<file path="src/rtl/spi_ser_pkg.sv">
package spi_ser_pkg;

    typedef enum logic [1:0] {
        PH_IDLE = 2'd0,
        PH_LOW  = 2'd1,
        PH_HIGH = 2'd2,
        PH_TAIL = 2'd3
    } phase_e;

    typedef struct packed {
        logic sclk;
        logic sel_n;
        logic busy;
        logic drive;
    } link_ctl_t;

    // Half of the serial bit period; odd requests round down, minimum one.
    function automatic int half_cycles(input int bit_cycles);
        return (bit_cycles / 2 < 1) ? 1 : bit_cycles / 2;
    endfunction

    function automatic link_ctl_t decode_phase(input phase_e ph);
        link_ctl_t c;
        c.sclk  = (ph == PH_HIGH);
        c.sel_n = (ph == PH_IDLE);
        c.busy  = (ph != PH_IDLE);
        c.drive = (ph == PH_LOW) || (ph == PH_HIGH);
        return c;
    endfunction

endpackage

</file>
<file path="src/rtl/spi_half_timer.sv">
module spi_half_timer #(
    parameter int HALF = 50
) (
    input  logic clk,
    input  logic rst,
    input  logic run,
    output logic half_done
);
    localparam int CW = $clog2(HALF + 1);

    logic [CW-1:0] cnt;

    assign half_done = run && (cnt == CW'(HALF - 1));

    always_ff @(posedge clk) begin
        if (rst || !run || half_done) begin
            cnt <= '0;
        end else begin
            cnt <= cnt + 1'b1;
        end
    end
endmodule

</file>
<file path="src/rtl/spi_shifter.sv">
module spi_shifter #(
    parameter int W = 8
) (
    input  logic         clk,
    input  logic         rst,
    input  logic         load,
    input  logic         shift,
    input  logic [W-1:0] word,
    output logic         msb,
    output logic         last_bit
);
    localparam int RW = $clog2(W + 1);

    logic [W-1:0]  sh;
    logic [RW-1:0] rem;

    assign msb      = sh[W-1];
    assign last_bit = (rem == '0);

    always_ff @(posedge clk) begin
        if (rst) begin
            sh  <= '0;
            rem <= '0;
        end else if (load) begin
            sh  <= word;
            rem <= RW'(W - 1);
        end else if (shift) begin
            sh  <= sh << 1;
            rem <= rem - 1'b1;
        end
    end
endmodule

</file>
<file path="src/rtl/spi_frame_fsm.sv">
module spi_frame_fsm
    import spi_ser_pkg::*;
(
    input  logic   clk,
    input  logic   rst,
    input  logic   start,
    input  logic   half_done,
    input  logic   last_bit,
    output logic   load,
    output logic   shift,
    output phase_e phase
);
    assign load  = (phase == PH_IDLE) && start;
    assign shift = (phase == PH_HIGH) && half_done && !last_bit;

    always_ff @(posedge clk) begin
        if (rst) begin
            phase <= PH_IDLE;
        end else begin
            case (phase)
                PH_IDLE: if (start)     phase <= PH_LOW;
                PH_LOW:  if (half_done) phase <= PH_HIGH;
                PH_HIGH: if (half_done) phase <= last_bit ? PH_TAIL : PH_LOW;
                PH_TAIL: if (half_done) phase <= PH_IDLE;
                default:                phase <= PH_IDLE;
            endcase
        end
    end
endmodule

</file>
<file path="src/rtl/spi_serializer.sv">
module spi_serializer
    import spi_ser_pkg::*;
#(
    parameter int WORD_W     = 8,
    parameter int BIT_CYCLES = 100
) (
    input  logic              clk,
    input  logic              rst,
    input  logic [WORD_W-1:0] word_in,
    input  logic              start_in,
    output logic              busy,
    output logic              ser_data,
    output logic              ser_clk,
    output logic              ser_sel_n
);
    localparam int HALF_CYC = half_cycles(BIT_CYCLES);

    phase_e    phase;
    link_ctl_t ctl;
    logic      half_done;
    logic      load;
    logic      shift;
    logic      msb;
    logic      last_bit;

    spi_half_timer #(.HALF(HALF_CYC)) u_timer (
        .clk       (clk),
        .rst       (rst),
        .run       (ctl.busy),
        .half_done (half_done)
    );

    spi_shifter #(.W(WORD_W)) u_shift (
        .clk      (clk),
        .rst      (rst),
        .load     (load),
        .shift    (shift),
        .word     (word_in),
        .msb      (msb),
        .last_bit (last_bit)
    );

    spi_frame_fsm u_fsm (
        .clk       (clk),
        .rst       (rst),
        .start     (start_in),
        .half_done (half_done),
        .last_bit  (last_bit),
        .load      (load),
        .shift     (shift),
        .phase     (phase)
    );

    assign ctl       = decode_phase(phase);
    assign busy      = ctl.busy;
    assign ser_clk   = ctl.sclk;
    assign ser_sel_n = ctl.sel_n;
    assign ser_data  = ctl.drive & msb;
endmodule

</file>
<file path="config.mk">
export PLATFORM = sky130hd
export DESIGN_NAME = spi_serializer
export DESIGN_NICKNAME = d
export VERILOG_FILES = /design/src/rtl/spi_ser_pkg.sv /design/src/rtl/spi_half_timer.sv /design/src/rtl/spi_shifter.sv /design/src/rtl/spi_frame_fsm.sv /design/src/rtl/spi_serializer.sv
export SDC_FILE = /design/constraint.sdc
export NUM_CORES = 1
export LEC_CHECK = 0
export BUFFER_PORTS_ARGS = -buffer_cell sky130_fd_sc_hd__buf_2
export CAP_MARGIN = 20
export CORE_UTILIZATION = 40
export CTS_CLUSTER_SIZE = 20
export DETAILED_ROUTE_END_ITERATION = 10
export GPL_TIMING_DRIVEN = 1
export PLACE_DENSITY = 0.6
export SYNTH_ARGS = -nofsm -noshare
export SYNTH_HDL_FRONTEND = slang
export SYNTH_SLANG_ARGS = --single-unit
export TNS_END_PERCENT = 5
</file>
<file path="constraint.sdc">
create_clock -name clk -period 1.5 [get_ports clk]
set_input_delay 0 -clock clk [delete_from_list [all_inputs] [get_ports clk]]
set_output_delay 0 -clock clk [all_outputs]
set_load 0.1 [all_outputs]
</file>
==> summary.md <==
| Metric | Value |
|---|---|
| Run status | complete, but fails checks |
| Failing checks | negative setup slack |
| Total gr overflow | 0 |
| Post-synth top cells | dfxtp_1, nor2_1, a21oi_1, inv_1, mux2i_1 |
| Worst Hold Depth | 4 |
| Post-route cell area | between 0.0015 and 0.002 mm^2 |
| RSZ-0062 raised after global routing | yes |
| Final WL | ~2300 um |
| Pleak | roughly 0.70 nW |
| Residual DRC | 0 |
| Number of synthesized flops with an enable pin | 0 |
| Max-Cap Viols | 0 |
| Tot GR Track Use | 0.1881 |
| Clock slew at reported path FFs | between 0.1 and 0.15 ns |
| Die Wd | approximately 53 um |
| Critical setup path kind | reg2reg |
| Mapped Cells | approximately 110 |
| CTS buffer count | 3 |
| Setup Total Neg Slack | -0.9381 ns |
| Die Span Y | between 50 and 60 um |
| Iter 0 DRT Violations | 16 |
| Finished Layout Cells | 187 |
| Drt pass-1 iters | 4 |
| Worst Tran Pin Value | around 0.48 ns |
| Port buffer count | 14 |
| Final setup viols | 12 |
| Power density over the cells | 1614 mW/mm^2 |
| Diodes inserted | 0 |
| Kind of launch point of the worst setup path | flop |
| Max IR drop VDD | 1.444 mV |
| Via count of the routed design | 909 |
| Post-route setup slack | -0.1220 ns |
| Hold EP | u_fsm.phase[0] |
| Cell Rows | 17 |
| Synth top area share | 0.3907 |
| WP data required | 1.71 ns |
| Fin. Hold Viols | 0 |
| Full die area | around 0.0028 mm^2 |
| Placed insts | roughly 170 |
| Worst reg2reg setup slack | -0.12 ns |
| Routability Congestion | between 0.7 and 0.8 |
| Vias in the first global route | 901 |
| CTS Root Cell | clkbuf_4 |
| Skew-Pair Late Insertion Delay | 0.31 ns |
| Synthesized area | 0.001025 mm^2 |
| Antenna violation net count after detailed routing | 0 |
| Slew HR | 0.6805 |
| Syn Nets | around 130 |
| Critical Path Fanout Max | 6 |
| Post-synth top area cell | dfxtp_1 |
| Top Ports | 15 |
| Ratio of cells with drive above 1 in the final layout | 0.4465 |
| Worst hold-check path type | in2reg |
| Hold_sp | start_in |
| H-tree Lvls | 1 |
| Post-DP Area | around 0.0013 mm^2 |
| Final Skew | about 0.00077 ns |
| CTS max path bufs | 2 |
| Fmax | roughly 0.62 GHz |
| FF+latch count, synth | 20 |
| Initial antenna violation count | 0 |
| Yosys warns | 0 |
| Initial Utilization | 0.4420 |
| Post-Syn Area per Cell | roughly 9.4 um^2 |
| Count leader, synth | dfxtp_1 |
| # clock sinks | 20 |
| Register area share after synthesis | 0.3907 |
| CP endpoint kind | flop |
| Synth unique cells | 27 |
| Largest net degree at the start of global routing | 19 |
| Nets@finish | roughly 180 |
| Minimum clock period | about 1.6 ns |
| First-pass GRT wire length | 3760 um |
| CTS tree | done |
| DR WL/cell | between 10 and 15 um |
| DPL Wire Length | roughly 1500 um |
| Ys async rst share | 0 |
| Worst Reg-to-Reg Cells | 7 |
| Critical path arrival | between 1.5 and 2 ns |
| Reg-to-Reg Start | u_shift.rem[0] |
| Core area | between 0.002 and 0.0025 mm^2 |
| Vias per cell | 4.861 |
| Synth area leaders | dfxtp_1, ha_1, mux2i_1, a21oi_1, nor2_1 |
| Reg2reg end | u_shift.sh[1] |
| Area growth syn-to-layout | 55.31% |
| Top_reg_cell synth | dfxtp_1 |
| Fin crit share | 1.081 |
| Fin. max-slew vios | 0 |
==> registers in the layout, summed over array words and instances, names as in the netlist <==
| signal | count |
|---|---|
| u_fsm.phase | 2 |
| u_timer.cnt | 6 |
| u_shift.rem | 4 |
| u_shift.sh | 8 |
==> repair_timing <==
action / in CTS / in global routing
hold buffers: 9 / 0
setup endpoints to repair: 13 / 15
endpoints found under the hold margin: 11 / 0
resized for setup: 15 / 10
setup buffers: 6 / 3
pin swaps: 14 / 4
cloned: 1 / 0
==> power breakdown <==
| part | leakage [nW] | internal, mW | switching (mW) |
|---|---|---|---|
| logic | 0.503 | 0.543 | 0.867 |
| clock network | 0.0279 | 0.270 | 0.181 |
| registers | 0.166 | 0.641 | 0.0656 |
==> per-stage QoR <==
| stage | util | hold WS, ns | worst slack [ns] | total power, mW |
|---|---|---|---|---|
| after floorplan | - | 0.06786 | -0.3681 | 1.575 |
| after global placement | 0.5521 | 0.2470 | -0.08979 | 1.880 |
| final | 0.6865 | 0.08047 | -0.1220 | 2.568 |
| after global routing | 0.6865 | 0.1123 | -0.1914 | 2.714 |
| after detailed placement | 0.5521 | 0.2483 | -0.1272 | 1.923 |
| after CTS | 0.6719 | 0.06829 | -0.1178 | 2.507 |
==> metal layers <==
metal,wire (um),GRT usage,part of all wire,vias to the layer above
li1,-,-,-,480
met1,1049,0.2209,0.46,411
met2,1149,0.3270,0.51,16
met3,63,0.05507,0.028,2
met4,9,0.05263,0.0040,0
met5,0,0,0,-
==> area by class of cell <==
class	count	area [um^2]
multi-input cells	77	648.1
well taps	28	35.03
fillers	194	726.9
inverters	9	40.04
repair buffers	49	407.9
clock inverters	1	30.03
clock buffers	3	22.52
flip-flops and latches	20	407.9
==> worst max path at each step <==
stage                         startpoint  slack, ns  cells past startpoint        endpoint
after floorplan           u_fsm.phase[1]      -0.37                      6  u_fsm.phase[1]
after global placement    u_shift.rem[0]      -0.09                      7   u_shift.sh[5]
after detailed placement  u_shift.rem[0]      -0.13                      7   u_shift.sh[3]
after CTS                 u_timer.cnt[1]      -0.12                      7  u_shift.rem[2]
after global routing      u_shift.rem[0]      -0.19                      7   u_shift.sh[5]
final                     u_shift.rem[0]      -0.12                      7   u_shift.sh[1]
==> cells in the final DEF, fill, tap and decap left out, drive strengths merged <==
master,netlist,final
nor2,12,12
a311oi,1,1
or3b,1,1
xor2,2,2
clkbuf,2,4
and4bb,1,1
buf,1,39
xnor2,3,3
inv,9,8
dfxtp,20,20
and3,1,1
or3,1,1
a21oi,10,10
nand2,4,4
nand3,6,6
bufinv,0,1
nor4,1,1
a2111oi,1,1
nor3,2,2
o41ai,1,1
nor2b,1,1
nand4,1,1
dlygate4sd3,0,9
clkinvlp,0,1
o21ai,8,8
and2,2,2
ha,8,8
o311ai,1,1
mux2i,9,9
==> worst max-delay path, cell delays in order (launching register included) <==
cell and delay, ns:
dfxtp_2 0.34, inv_2 0.08, ha_4 0.13, or3b_4 0.39
nand4_4 0.15, buf_12 0.15, mux2i_2 0.21, a21oi_1 0.08
==> cell families (layout without fill, tap and decap cells) <==
family | count (synthesis) | after routing | synth area share
xor gates and xnor gates | 5 | 5 | 0.04274
adders and majority gates | 8 | 8 | 0.09768
DFF | 20 | 20 | 0.3907
and+or+nand+nor | 33 | 33 | 0.1868
buffers and inverters | 12 | 62 | 0.05983
AOI/OAI and AO/OA | 22 | 22 | 0.1343
muxes | 9 | 9 | 0.08792
Power figures use the tool's default switching activity.
